--- src/rtl/msi_cap_gen.sv ---
module msi_cap_gen #(
  parameter int NVEC = 32,
  localparam int IW = $clog2(NVEC)
) (
  input  logic            clk,
  input  logic            rst_n,
  input  logic            strap_addr64,
  input  logic            strap_pvmask,
  input  logic [2:0]      strap_mmcap,
  input  logic            cfg_wr,
  input  logic [7:0]      cfg_addr,
  input  logic [2:0]      cfg_len,
  input  logic [31:0]     cfg_wdata,
  output logic [31:0]     cfg_rdata,
  output logic            cfg_err,
  output logic [4:0]      cap_bytes,
  input  logic [NVEC-1:0] irq_req,
  output logic            msg_valid,
  input  logic            msg_ready,
  output logic [63:0]     msg_addr,
  output logic [15:0]     msg_data
);

  logic            en_q;
  logic [2:0]      mme_q;
  logic [31:0]     alo_q, ahi_q;
  logic [15:0]     dat_q;
  logic [NVEC-1:0] mask_q, pend_q;

  wire [15:0] ctl      = {7'd0, strap_pvmask, strap_addr64, mme_q, strap_mmcap, en_q};
  wire [7:0]  off_data = strap_addr64 ? 8'h0C : 8'h08;
  wire [7:0]  off_mask = strap_addr64 ? 8'h10 : 8'h0C;
  wire [7:0]  off_pend = off_mask + 8'h04;
  wire [31:0] ahi_eff  = strap_addr64 ? ahi_q : 32'd0;

  assign cap_bytes = 5'd10 + (strap_addr64 ? 5'd4 : 5'd0) + (strap_pvmask ? 5'd10 : 5'd0);

  wire len2 = (cfg_len == 3'd2);
  wire len4 = (cfg_len == 3'd4);

  wire w_ctl = cfg_wr && ((len2 && cfg_addr == 8'h02) || (len4 && cfg_addr == 8'h00));
  wire w_alo = cfg_wr && len4 && cfg_addr == 8'h04;
  wire w_dat = cfg_wr && (len2 || len4) && cfg_addr == off_data;
  wire w_ahi = cfg_wr && len4 && strap_addr64 && cfg_addr == 8'h08;
  wire w_msk = cfg_wr && len4 && strap_pvmask && cfg_addr == off_mask;
  wire w_hit = w_ctl || w_alo || w_dat || w_ahi || w_msk;

  wire [15:0] ctl_val = len4 ? cfg_wdata[31:16] : cfg_wdata[15:0];

  wire [7:0] rd_off = {cfg_addr[7:2], 2'b00};

  always_comb begin
    cfg_rdata = 32'd0;
    if (rd_off == 8'h00)                          cfg_rdata = {ctl, 16'd0};
    else if (rd_off == 8'h04)                     cfg_rdata = {alo_q[31:2], 2'b00};
    else if (rd_off == off_data)                  cfg_rdata = {16'd0, dat_q};
    else if (strap_addr64 && rd_off == 8'h08)     cfg_rdata = ahi_q;
    else if (strap_pvmask && rd_off == off_mask)  cfg_rdata = 32'(mask_q);
    else if (strap_pvmask && rd_off == off_pend)  cfg_rdata = 32'(pend_q);
  end

  always_ff @(posedge clk) begin
    if (!rst_n) begin
      en_q    <= 1'b0;
      mme_q   <= 3'd0;
      alo_q   <= 32'd0;
      ahi_q   <= 32'd0;
      dat_q   <= 16'd0;
      mask_q  <= '0;
      cfg_err <= 1'b0;
    end else begin
      cfg_err <= cfg_wr && !w_hit;
      if (w_ctl) begin
        en_q  <= ctl_val[0];
        mme_q <= ctl_val[6:4];
      end
      if (w_alo) alo_q  <= {cfg_wdata[31:2], 2'b00};
      if (w_dat) dat_q  <= cfg_wdata[15:0];
      if (w_ahi) ahi_q  <= cfg_wdata;
      if (w_msk) mask_q <= cfg_wdata[NVEC-1:0];
    end
  end

  logic [NVEC-1:0] vec_ok;
  always_comb begin
    for (int i = 0; i < NVEC; i++)
      vec_ok[i] = (mme_q <= 3'd5) && (32'(i) < (32'd1 << mme_q));
  end

  wire [NVEC-1:0] eff_mask = strap_pvmask ? mask_q : '0;
  wire [NVEC-1:0] elig     = pend_q & vec_ok & ~eff_mask & {NVEC{en_q}};

  logic          any;
  logic [IW-1:0] sel;
  always_comb begin
    any = 1'b0;
    sel = '0;
    for (int i = NVEC - 1; i >= 0; i--) begin
      if (elig[i]) begin
        any = 1'b1;
        sel = IW'(i);
      end
    end
  end

  wire             take   = !msg_valid || msg_ready;
  wire             launch = take && any;
  wire [NVEC-1:0]  clr    = launch ? (NVEC'(1) << sel) : '0;

  always_ff @(posedge clk) begin
    if (!rst_n) begin
      pend_q    <= '0;
      msg_valid <= 1'b0;
      msg_addr  <= 64'd0;
      msg_data  <= 16'd0;
    end else begin
      pend_q <= (pend_q & ~clr) | (irq_req & vec_ok);
      if (take) begin
        msg_valid <= any;
        if (any) begin
          msg_addr <= {ahi_eff, alo_q[31:2], 2'b00};
          msg_data <= dat_q | 16'(sel);
        end
      end
    end
  end

endmodule

--- config.mk ---
export PLATFORM = sky130hd
export DESIGN_NAME = msi_cap_gen
export DESIGN_NICKNAME = d
export VERILOG_FILES = /design/src/rtl/msi_cap_gen.sv
export SDC_FILE = /design/constraint.sdc
export NUM_CORES = 1
export LEC_CHECK = 0
export ABC_CLOCK_PERIOD_IN_PS = 3150
export BUFFER_PORTS_ARGS = -buffer_cell sky130_fd_sc_hd__buf_2
export CAP_MARGIN = 15
export CORE_AREA = 2 2 211 109
export DETAILED_ROUTE_END_ITERATION = 16
export DIE_AREA = 0 0 213 111
export GPL_TIMING_DRIVEN = 0
export HOLD_SLACK_MARGIN = 0.12
export PLACE_DENSITY = 0.84
export SYNTH_ARGS = -nofsm -noshare
export SYNTH_HDL_FRONTEND = slang
export SYNTH_SLANG_ARGS = --single-unit
--- constraint.sdc ---
create_clock -name clk -period 3.15 [get_ports clk]
set_input_delay 0.63 -clock clk [delete_from_list [all_inputs] [get_ports clk]]
set_output_delay 0.63 -clock clk [all_outputs]
set_load 0.02 [all_outputs]
# After elaboration in Yosys (flattened, before gate mapping)

Index checks and enable logic that the tools add are counted.

Flip-flop bits (word level): 226
Bits in read-only memories: 0
Memories: 0
Bits in latches: 0
Memory bits (writable): 0
Output and inout bits: 119
Word-level logic and storage cells: 208
Input port bits: 84

Eq/ne operators: 12
$lt $le $gt $ge: 33
$mul: 0
Divide/modulo/power cells: 0
Add/subtract/negate cells: 3
Shift operators: 2
Bitwise gates (word level): 9
Reductions and logical operators: 60
Muxes and demuxes: 78

Operators by type and width:

| cell                                                                         | count |
|---|---|
| 5-bit by 32-bit less-than comparator with 1-bit output, first input constant | 16 |
| 32-bit two-way mux                                                           | 9 |
| 4-bit by 32-bit less-than comparator with 1-bit output, first input constant | 8 |
| 5-bit two-way mux                                                            | 33 |
| 32-bit bitwise AND                                                           | 5 |
| 3-bit by 32-bit less-than comparator with 1-bit output, first input constant | 4 |
| 1-bit by 32-bit less-than comparator with 1-bit output, first input constant | 2 |
| 2-bit by 32-bit less-than comparator with 1-bit output, first input constant | 2 |
| 32-bit NOT                                                                   | 2 |
| 1-bit logical AND                                                            | 48 |
| 1-bit two-way mux                                                            | 32 |
| 32-bit bitwise OR                                                            | 1 |
| 1-bit by 3-bit left shift with 32-bit output, first input constant           | 1 |
| 1-bit by 5-bit left shift with 32-bit output, first input constant           | 1 |
| 8-bit by 4-bit equality test with 1-bit output                               | 2 |
| 8-bit by 5-bit equality test with 1-bit output                               | 2 |
| 8-bit zero test                                                              | 2 |
| 16-bit by 5-bit bitwise OR with 16-bit output                                | 1 |
| 8-bit by 2-bit equality test with 1-bit output, second input constant        | 1 |
| 8-bit by 3-bit equality test with 1-bit output, second input constant        | 1 |
| 8-bit by 4-bit equality test with 1-bit output, second input constant        | 1 |
| 8-bit by 6-bit equality test with 1-bit output                               | 1 |
| 1-bit logical OR                                                             | 7 |
| 7-bit two-way mux                                                            | 1 |
| other kinds (12)                                                             | 14 |

# Longest topological paths before layout

Gate-level depths: netlist of run 1.

Word-level depth: 43
Mapped depth: 14
Gate-level depth less buffers: 10

# Worst setup path after synthesis of run 1

OpenSTA, ideal clock, no wires.

Kind: input to output
From: input port strap_pvmask
To: output port cfg_rdata[10]
Arrival: 2,603 ps
Slack: -83 ps
Data required time: 2,520 ps
Stages on the path: 8
Buffers on the path: 3
Cells stage by stage: buf_2 > buf_2 > inv_1 > or4_1 > nor3_1 > clkbuf_1 > a222oi_1 > nand2_1

Word-level cells in the longest chain between the ends: 7
Elaborated cells on any way between the ends: 8
Classes of those cells: mux (6); reduce/logical (2)

RTL lines:

| what                 | line | RTL |
|---|---|---|
| from (decl)          | 8    | `input logic strap_pvmask,` |
| 1-bit logical AND    | 59   | `else if (strap_pvmask && rd_off == off_pend) cfg_rdata = 32'(pend_q);` |
| 32-bit two-way mux   | 59   |  |
| 32-bit two-way mux * | 58   | `else if (strap_pvmask && rd_off == off_mask) cfg_rdata = 32'(mask_q);` |
| 32-bit two-way mux * | 57   | `else if (strap_addr64 && rd_off == 8'h08) cfg_rdata = ahi_q;` |
| 32-bit two-way mux * | 56   | `else if (rd_off == off_data) cfg_rdata = {16'd0, dat_q};` |
| 32-bit two-way mux * | 55   | `else if (rd_off == 8'h04) cfg_rdata = {alo_q[31:2], 2'b00};` |
| 32-bit two-way mux * | 54   | `if (rd_off == 8'h00) cfg_rdata = {ctl, 16'd0};` |
| to (decl)            | 14   | `output logic [31:0] cfg_rdata,` |

Mark *: on every way between the ends. The rest lies on a longest branch, timed or not.

# Worst setup path in the final report of run 1

From: register mme_q[2]
To: register pend_q[25]

Word-level cells in the longest chain between the ends: 43
Elaborated cells on any way between the ends: 140
Classes of those cells: order compare (33); shift (2); mux (65); bitwise (7); reduce/logical (33)

RTL lines:

| what                                                                                     | line     | RTL |
|---|---|---|
| from (decl)                                                                              | 25       | `logic [2:0] mme_q;` |
| from (signal assigned)                                                                   | 75       | `mme_q <= ctl_val[6:4];` |
| 1-bit by 3-bit left shift with 32-bit output                                             | 87       | `vec_ok[i] = (mme_q <= 3'd5) && (32'(i) < (32'd1 << mme_q));` |
| 5-bit by 32-bit less-than comparator with 1-bit output                                   | 87       |  |
| 1-bit logical AND                                                                        | 87       |  |
| 32-bit bitwise AND (3 in a row)                                                          | 91       | `wire [NVEC-1:0] elig = pend_q & vec_ok & ~eff_mask & {NVEC{en_q}};` |
| 5-bit two-way mux / 1-bit two-way mux (equally long branches) (32 in a row)              | 99       | `if (elig[i]) begin` |
| 1-bit by 5-bit left shift with 32-bit output / 1-bit logical AND (equally long branches) | 108, 107 |  |
| 32-bit two-way mux                                                                       | 108      | `wire [NVEC-1:0] clr = launch ? (NVEC'(1) << sel) : '0;` |
| 32-bit NOT                                                                               | 117      | `pend_q <= (pend_q & ~clr) \| (irq_req & vec_ok);` |
| 32-bit bitwise AND                                                                       | 117      |  |
| 32-bit bitwise OR *                                                                      | 117      |  |
| to (signal assigned)                                                                     | 117      |  |
| to (decl)                                                                                | 28       | `logic [NVEC-1:0] mask_q, pend_q;` |

Marked as above.
A chain may end at the register's enable or synchronous reset.

==> results.toml, run 1 <==
[status]
status = "finished clean"

[floorplanning]
start_util_pct = 48.72
ios = 203
die_h_um = 111
fp-row-count = 39
fp.dieW_um = 213
core_area_mm2 = 0.02211
dieArea_mm2 = 0.02364

[worst_setup_path]
crit_family = "compound AO/OA/AOI/OAI gates"
arrival_ps = 3500
cp_num_buf_inv = 4
cp_cell_sequence = "buf_8 -> inv_2 -> ha_2 -> or2_4 -> o31a_1 -> a32oi_4 -> a32oi_2 -> o221ai_4 -> o211a_4 -> buf_4 -> buf_6 -> and3_1 -> a221oi_2"
startpoint_type = "register"
critPathMaxFanout = 7
end_kind = "register"
worstSetupPathType = "register to register"
cpMaxStageDelayCell = "dfxtp_4"
slowest_delay_ps = 390
required_ps = 3510

[global_routing]
grt.total_usage_pct = 36.15
grt_pass1_vias = 11160
grt_max_degree = 16
grt_pass1_wl_um = 64780
grt_overflow = 0
antenna_found_initial = 1

[detailed_routing]
wl_met1_um = 18510
vias_per_cell = 6.194
top_layer_used = "met4"
ant_nets = 0
wl_per_cell_um = 22.59
drc = 0
wl_met3_um = 7019
dr.pass1.iters = 12
drtIter0Drc = 1930
wl_um = 43860
wl_met2_um = 17160
vias = 12029

[placement]
dp_hpwl_um = 33470
place_congestion = 0.9883
io_buffers = 197
dp.cells = 1865

[logic_synthesis]
async_flop_share_pct = 0
syn_inst = 1359
ys.flop_type = "dfxtp_1"
ys_types = 91
syn_avg_cell_area_um2 = 7.924
syn-cell-area_mm2 = 0.01077
yosys_warnings = 0
synth_edf_count = 0
seq_area_frac_synth_pct = 42.01
synth_seq_cells = 226

[sta]
fin_crit_ps = 3136
setup_viol = 0
clock.fmax_mhz = 318.8
skew_ps = 15.19
fin_crit_sh_pct = 99.57
final_hold_viol_count = 0
rsz0062_at_grt = "true"
tightest_slew_ps = 915.9
hold_ws_ps = 363.4
maxSlewViolCount = 0
slew_headroom_pct = 38.94

[cts]
clockRootBuffer = "clkbuf_16"
cts_sinks = 226
cts-buffers-inserted = 21
path_clk_slew_ps = 70
htreeDepth = 1
cts_tree = "built"
clock_latency_ps = 520
cts_buffer_depth = 3
hold_buffers = 0

[pwr]
p_total_mw = 5.824
vdd_drop_max_mv = 0.3560
power.density_mw_per_mm2 = 425.3
p_leak_nw = 5.271

[job]
maxCapViolations = 0

[layout]
final_nets = 1710
drive_gt1_share_pct = 25.98
syn_to_final_growth_pct = 27.15
fin_cells = 1942

[hold_path]
hp-class = "input port to register"
==> synthesized netlist by cell type, types with 7 or more instances <==
cell	instances	area share [%]
a21oi_1	210	9.8
inv_1	15	0.52
dfxtp_1	226	42
a22oi_1	15	1.0
clkbuf_1	68	2.4
nand2_1	400	14
a311oi_1	15	1.2
mux2i_1	20	1.9
buf_4	9	0.63
a21boi_0	20	1.4
ha_1	8	0.93
a222oi_1	31	2.9
nand3_1	38	1.8
and3_1	8	0.46
buf_6	10	1.0
o211ai_1	8	0.56
nand2b_1	21	1.2
nor3_1	7	0.33
a211oi_1	8	0.56
o21ai_0	17	0.79
buf_2	17	0.79
nor2_1	49	1.7
==> final timing paths <==
path	from	endpoint	slack (ps)	cells past startpoint
max	mme_q[2]	pend_q[25]	10	13
min	irq_req[3]	pend_q[3]	360	3
max reg2reg	mme_q[2]	pend_q[25]	10	13
min reg2reg	msg_addr[60]	msg_addr[60]	450	2
==> layer usage <==
layer / track usage (%) / vias up
li1: - / 5324
met4: 9.604 / 0
met3: 12.66 / 127
met5: 0 / -
met1: 53.62 / 5709
met2: 48.88 / 869
==> power breakdown <==
part / switching [mW] / internal, mW
logic: 0.199 / 0.0785
registers: 0.00264 / 2.86
clock network: 1.17 / 1.52
==> cells by family after synthesis <==
group           synth area share (%)
buf+inv                        5.472
compound gates                 26.46
xor+xnor                      0.1627
simple gates                   22.66
fa+ha+maj                     0.9295
flops                          42.01
mux                            2.277
other cells                  0.03482
==> flip-flops by register name (all words and copies together) (netlist names) <==
name / count
ahi_q: 32
alo_q: 30
cfg_err: 1
dat_q: 16
en_q: 1
mask_q: 32
mme_q: 3
msg_addr: 62
msg_data: 16
msg_valid: 1
pend_q: 32
==> area by class of cell <==
class / instances / area, µm²
clock inverter: 5 / 77.57
clock buffer: 32 / 616.8
timing repair buffer: 239 / 1391
buffer: 102 / 598.1
fill: 1959 / 8412
inverter: 15 / 67.56
antenna: 3 / 7.507
multi-input combinational: 1013 / 6018
sequential: 226 / 4532
tap: 307 / 384.1
==> metrics by stage <==
| step | area (µm²) | setup TNS, ps | worst slack (ps) | utilization, % |
|---|---|---|---|---|
| final | 13690 | 0 | 13.60 | 61.95 |
| after global routing | 13690 | -96.52 | -26.86 | 61.91 |
| after CTS | 13290 | 0 | 12.50 | 60.13 |
| after detailed placement | 12160 | -135960 | -1064 | 55.00 |
| after global placement | 12160 | -128280 | -995.6 | 55.00 |
| after floorplan | 10790 | 0 | 17.99 | - |
==> timing repair <==
action	CTS	global route
endpoints found under the hold margin	0	0
endpoints found under the setup margin	153	139
buffers inserted	17	25
resized for setup	79	56
pin swaps	19	26
==> tightest hold or removal path, stage by stage <==
cell	delay (ps)
buf_2	90
nand2_1	50
a21oi_1	50
==> cells in the final DEF, fill, tap and decap left out, types with 5 or more instances in the layout <==
cell type  Yosys  routed
nand2_1      400     399
dfxtp_1      226     224
buf_2         17     208
a21oi_1      210     206
clkbuf_1      68      58
buf_4          9      47
nor2_1        49      45
nand3_1       38      37
a222oi_1      31      31
clkbuf_16      0      21
nand2b_1      21      20
mux2i_1       20      20
a21boi_0      20      17
o21ai_0       17      14
a22oi_1       15      14
inv_1         15      11
buf_6         10      10
a311oi_1      15      10
a311oi_2       4       9
clkbuf_8       0       8
o211ai_1       8       8
clkbuf_4       0       7
a21oi_2        3       7
a211oi_1       8       7
buf_12         0       7
nor3_1         7       6
and3_1         8       6
nor2b_1        6       5
o21bai_1       6       5
o21ai_2        3       5
ha_2           0       5
(Power assumes the default switching activity.)
==> inputs of run 2 (changes only) <==
--- a/config.mk
+++ b/config.mk
@@ -14,6 +14,8 @@
 export GPL_TIMING_DRIVEN = 0
 export HOLD_SLACK_MARGIN = 0.12
 export PLACE_DENSITY = 0.84
+export SETUP_SLACK_MARGIN = 0.05
 export SYNTH_ARGS = -nofsm -noshare
 export SYNTH_HDL_FRONTEND = slang
 export SYNTH_SLANG_ARGS = --single-unit
+export TNS_END_PERCENT = 5
==> run 2 against run 1 <==
Net effect: the run now ends with negative setup slack left; sequential power hardly changed; cell area increased by 2.2%; non-clock buffer count up 2; clock power increased by 6%; register-to-register slack better by 20 ps; count of clock-buffer cells in the layout fell by 5; cell count did not move; global-route usage fell by 0.16 points; via count is 0.81% higher; setup slack worse by 110 ps; combinational power is 5% higher; largest power group unchanged.
==> results.toml, run 2 (synthesis results as in run 1) <==
[cts]
clock_latency_ps = 520
hold_buffers = 0
cts-buffers-inserted = 21
htreeDepth = 1
cts_buffer_depth = 3
cts_tree = "built"
path_clk_slew_ps = 80
cts_sinks = 226
clockRootBuffer = "clkbuf_16"

[worst_setup_path]
cp_cell_sequence = "buf_12 -> buf_8 -> clkinvlp_4 -> or4_4 -> nor3_4 -> buf_12 -> a221oi_2 -> a32oi_1 -> buf_4"
end_kind = "output port"
startpoint_type = "input port"
worstSetupPathType = "input port to output port"
slowest_delay_ps = 560
critPathMaxFanout = 8
cp_common_cell = "buf_12"
cpMaxStageDelayCell = "or4_4"
ff2ff_setup_slack_ps = 30
arrival_ps = 2620
required_ps = 2520

[layout]
n_antenna_cell = 0
final_common_cell = "nand2_1"
final_nets = 1712
top_register = "msg_addr"
drive_gt1_share_pct = 25.75
num-fill-cells = 1913
syn_to_final_growth_pct = 29.99
final_cell_mix = "nand2_1, dfxtp_1, a21oi_1"
largest_reg_flops = 62
register_area_mm2 = 0.004532
fin_util_pct = 63.33
multi_input_area_mm2 = 0.006037

[sta]
final_hold_viol_count = 0
tightest_slew_ps = 867.8
maxSlewViolCount = 0
fin_crit_ps = 3247
hold_ws_ps = 358.3
rsz0062_at_grt = "true"
fin_crit_sh_pct = 103.1
skew_ps = 17.08
slew_headroom_pct = 42.15
clock.fmax_mhz = 308.0
fin_tns_setup_ps = -521.2
setup_viol = 21
fin_ws_ps = -97.08

[status]
violations = "negative setup slack"
status = "complete, but fails checks"

[detailed_routing]
wl_per_cell_um = 22.92
drtIter0Drc = 2072
drc = 0
vias_per_cell = 6.245
wl_um = 44520
ant_nets = 0
vias = 12127
dr.pass1.iters = 8

[pwr]
clock_power_share_pct = 47.6
swShare_pct = 23.69
p_total_mw = 6.012
vdd_drop_max_mv = 0.3000
p_switching_mw = 1.424
power.density_mw_per_mm2 = 429.5
pwr-share-comb_pct = 4.9
p_seq_share_pct = 47.5
p_leak_nw = 5.336
internal_power_mw = 4.588

[placement]
io_buffers = 197
dp_hpwl_um = 33420
place_congestion = 1.045

[floorplanning]
start_util_pct = 48.72
core_area_mm2 = 0.02211
fp.dieW_um = 213
dieArea_mm2 = 0.02364
die_h_um = 111
fp-row-count = 39
ios = 203

[global_routing]
grt_overflow = 0
antenna_found_initial = 1
grt.total_usage_pct = 35.99
grt_pass1_wl_um = 64560
grt_pass1_vias = 11033
grt_max_degree = 17

[hold_path]
hp-class = "input port to register"

[job]
maxCapViolations = 0
[run 2: cell count changes in the layout (fill, tap and decap cells not counted), sizes merged]
cell      previous run  this run
bufinv               2         4
clkinvlp             4         6
clkbuf              98        94
diode                3         0
buf                275       276
inv                 12        14
[run 2: what timing repair did]
item,in CTS,in global routing
pin swaps,24,49
resized for setup,104,80
buffers inserted,25,12
gates cloned,0,4
setup endpoints to repair,153,151
[run 2: area by class of cell]
cell class | instances | share of cell area, %
buffer | 105 | 4.889
clock buffer | 27 | 4.129
clock inverter | 11 | 1.296
inverter | 15 | 0.4827
multi-input combinational | 1013 | 43.13
sequential | 226 | 32.37
tap | 307 | 2.744
timing repair buffer | 238 | 10.96
[run 2: final timing paths]
check               start            end  cells after the start
max          strap_pvmask  cfg_rdata[23]                      9
min           irq_req[11]     pend_q[11]                      3
max reg2reg      mme_q[2]      pend_q[2]                     13
min reg2reg  msg_addr[48]   msg_addr[48]                      2
[run 2: power by group through the flow]
| stage | Clock (mW) | Sequential, mW | Combinational, mW |
|---|---|---|---|
| final | 2.86 | 2.86 | 0.292 |
| after global routing | 2.99 | 2.86 | 0.298 |
| after CTS | 2.85 | 2.86 | 0.268 |
| after detailed placement | 0 | 2.93 | 0.247 |
| after global placement | 0 | 2.93 | 0.245 |
| after floorplan | 0 | 2.93 | 0.0977 |
[run 2: critical path: cells and delay by family]
family                 cells  cell delay, ps
AO/OA/AOI/OAI              2             390
buffers and inverters      5             780
AND/OR/NAND/NOR            2             810
[run 2: stage by stage]
stage / std cells / setup slack (ps) / instance area [µm²]
floorplan: 1361 / 18.83 / 10790
global placement: 1865 / -966.4 / 12160
detailed placement: 1865 / -1011 / 12160
CTS: 1927 / 27.02 / 13540
global route: 1942 / -46.18 / 14000
finish: 1942 / -97.08 / 14000
[run 2: metal layers]
layer,GRT usage (%),wire [µm]
met1,52.82,18630
met2,49.71,17530
met3,13.29,7138
met4,7.739,1200
met5,0,13
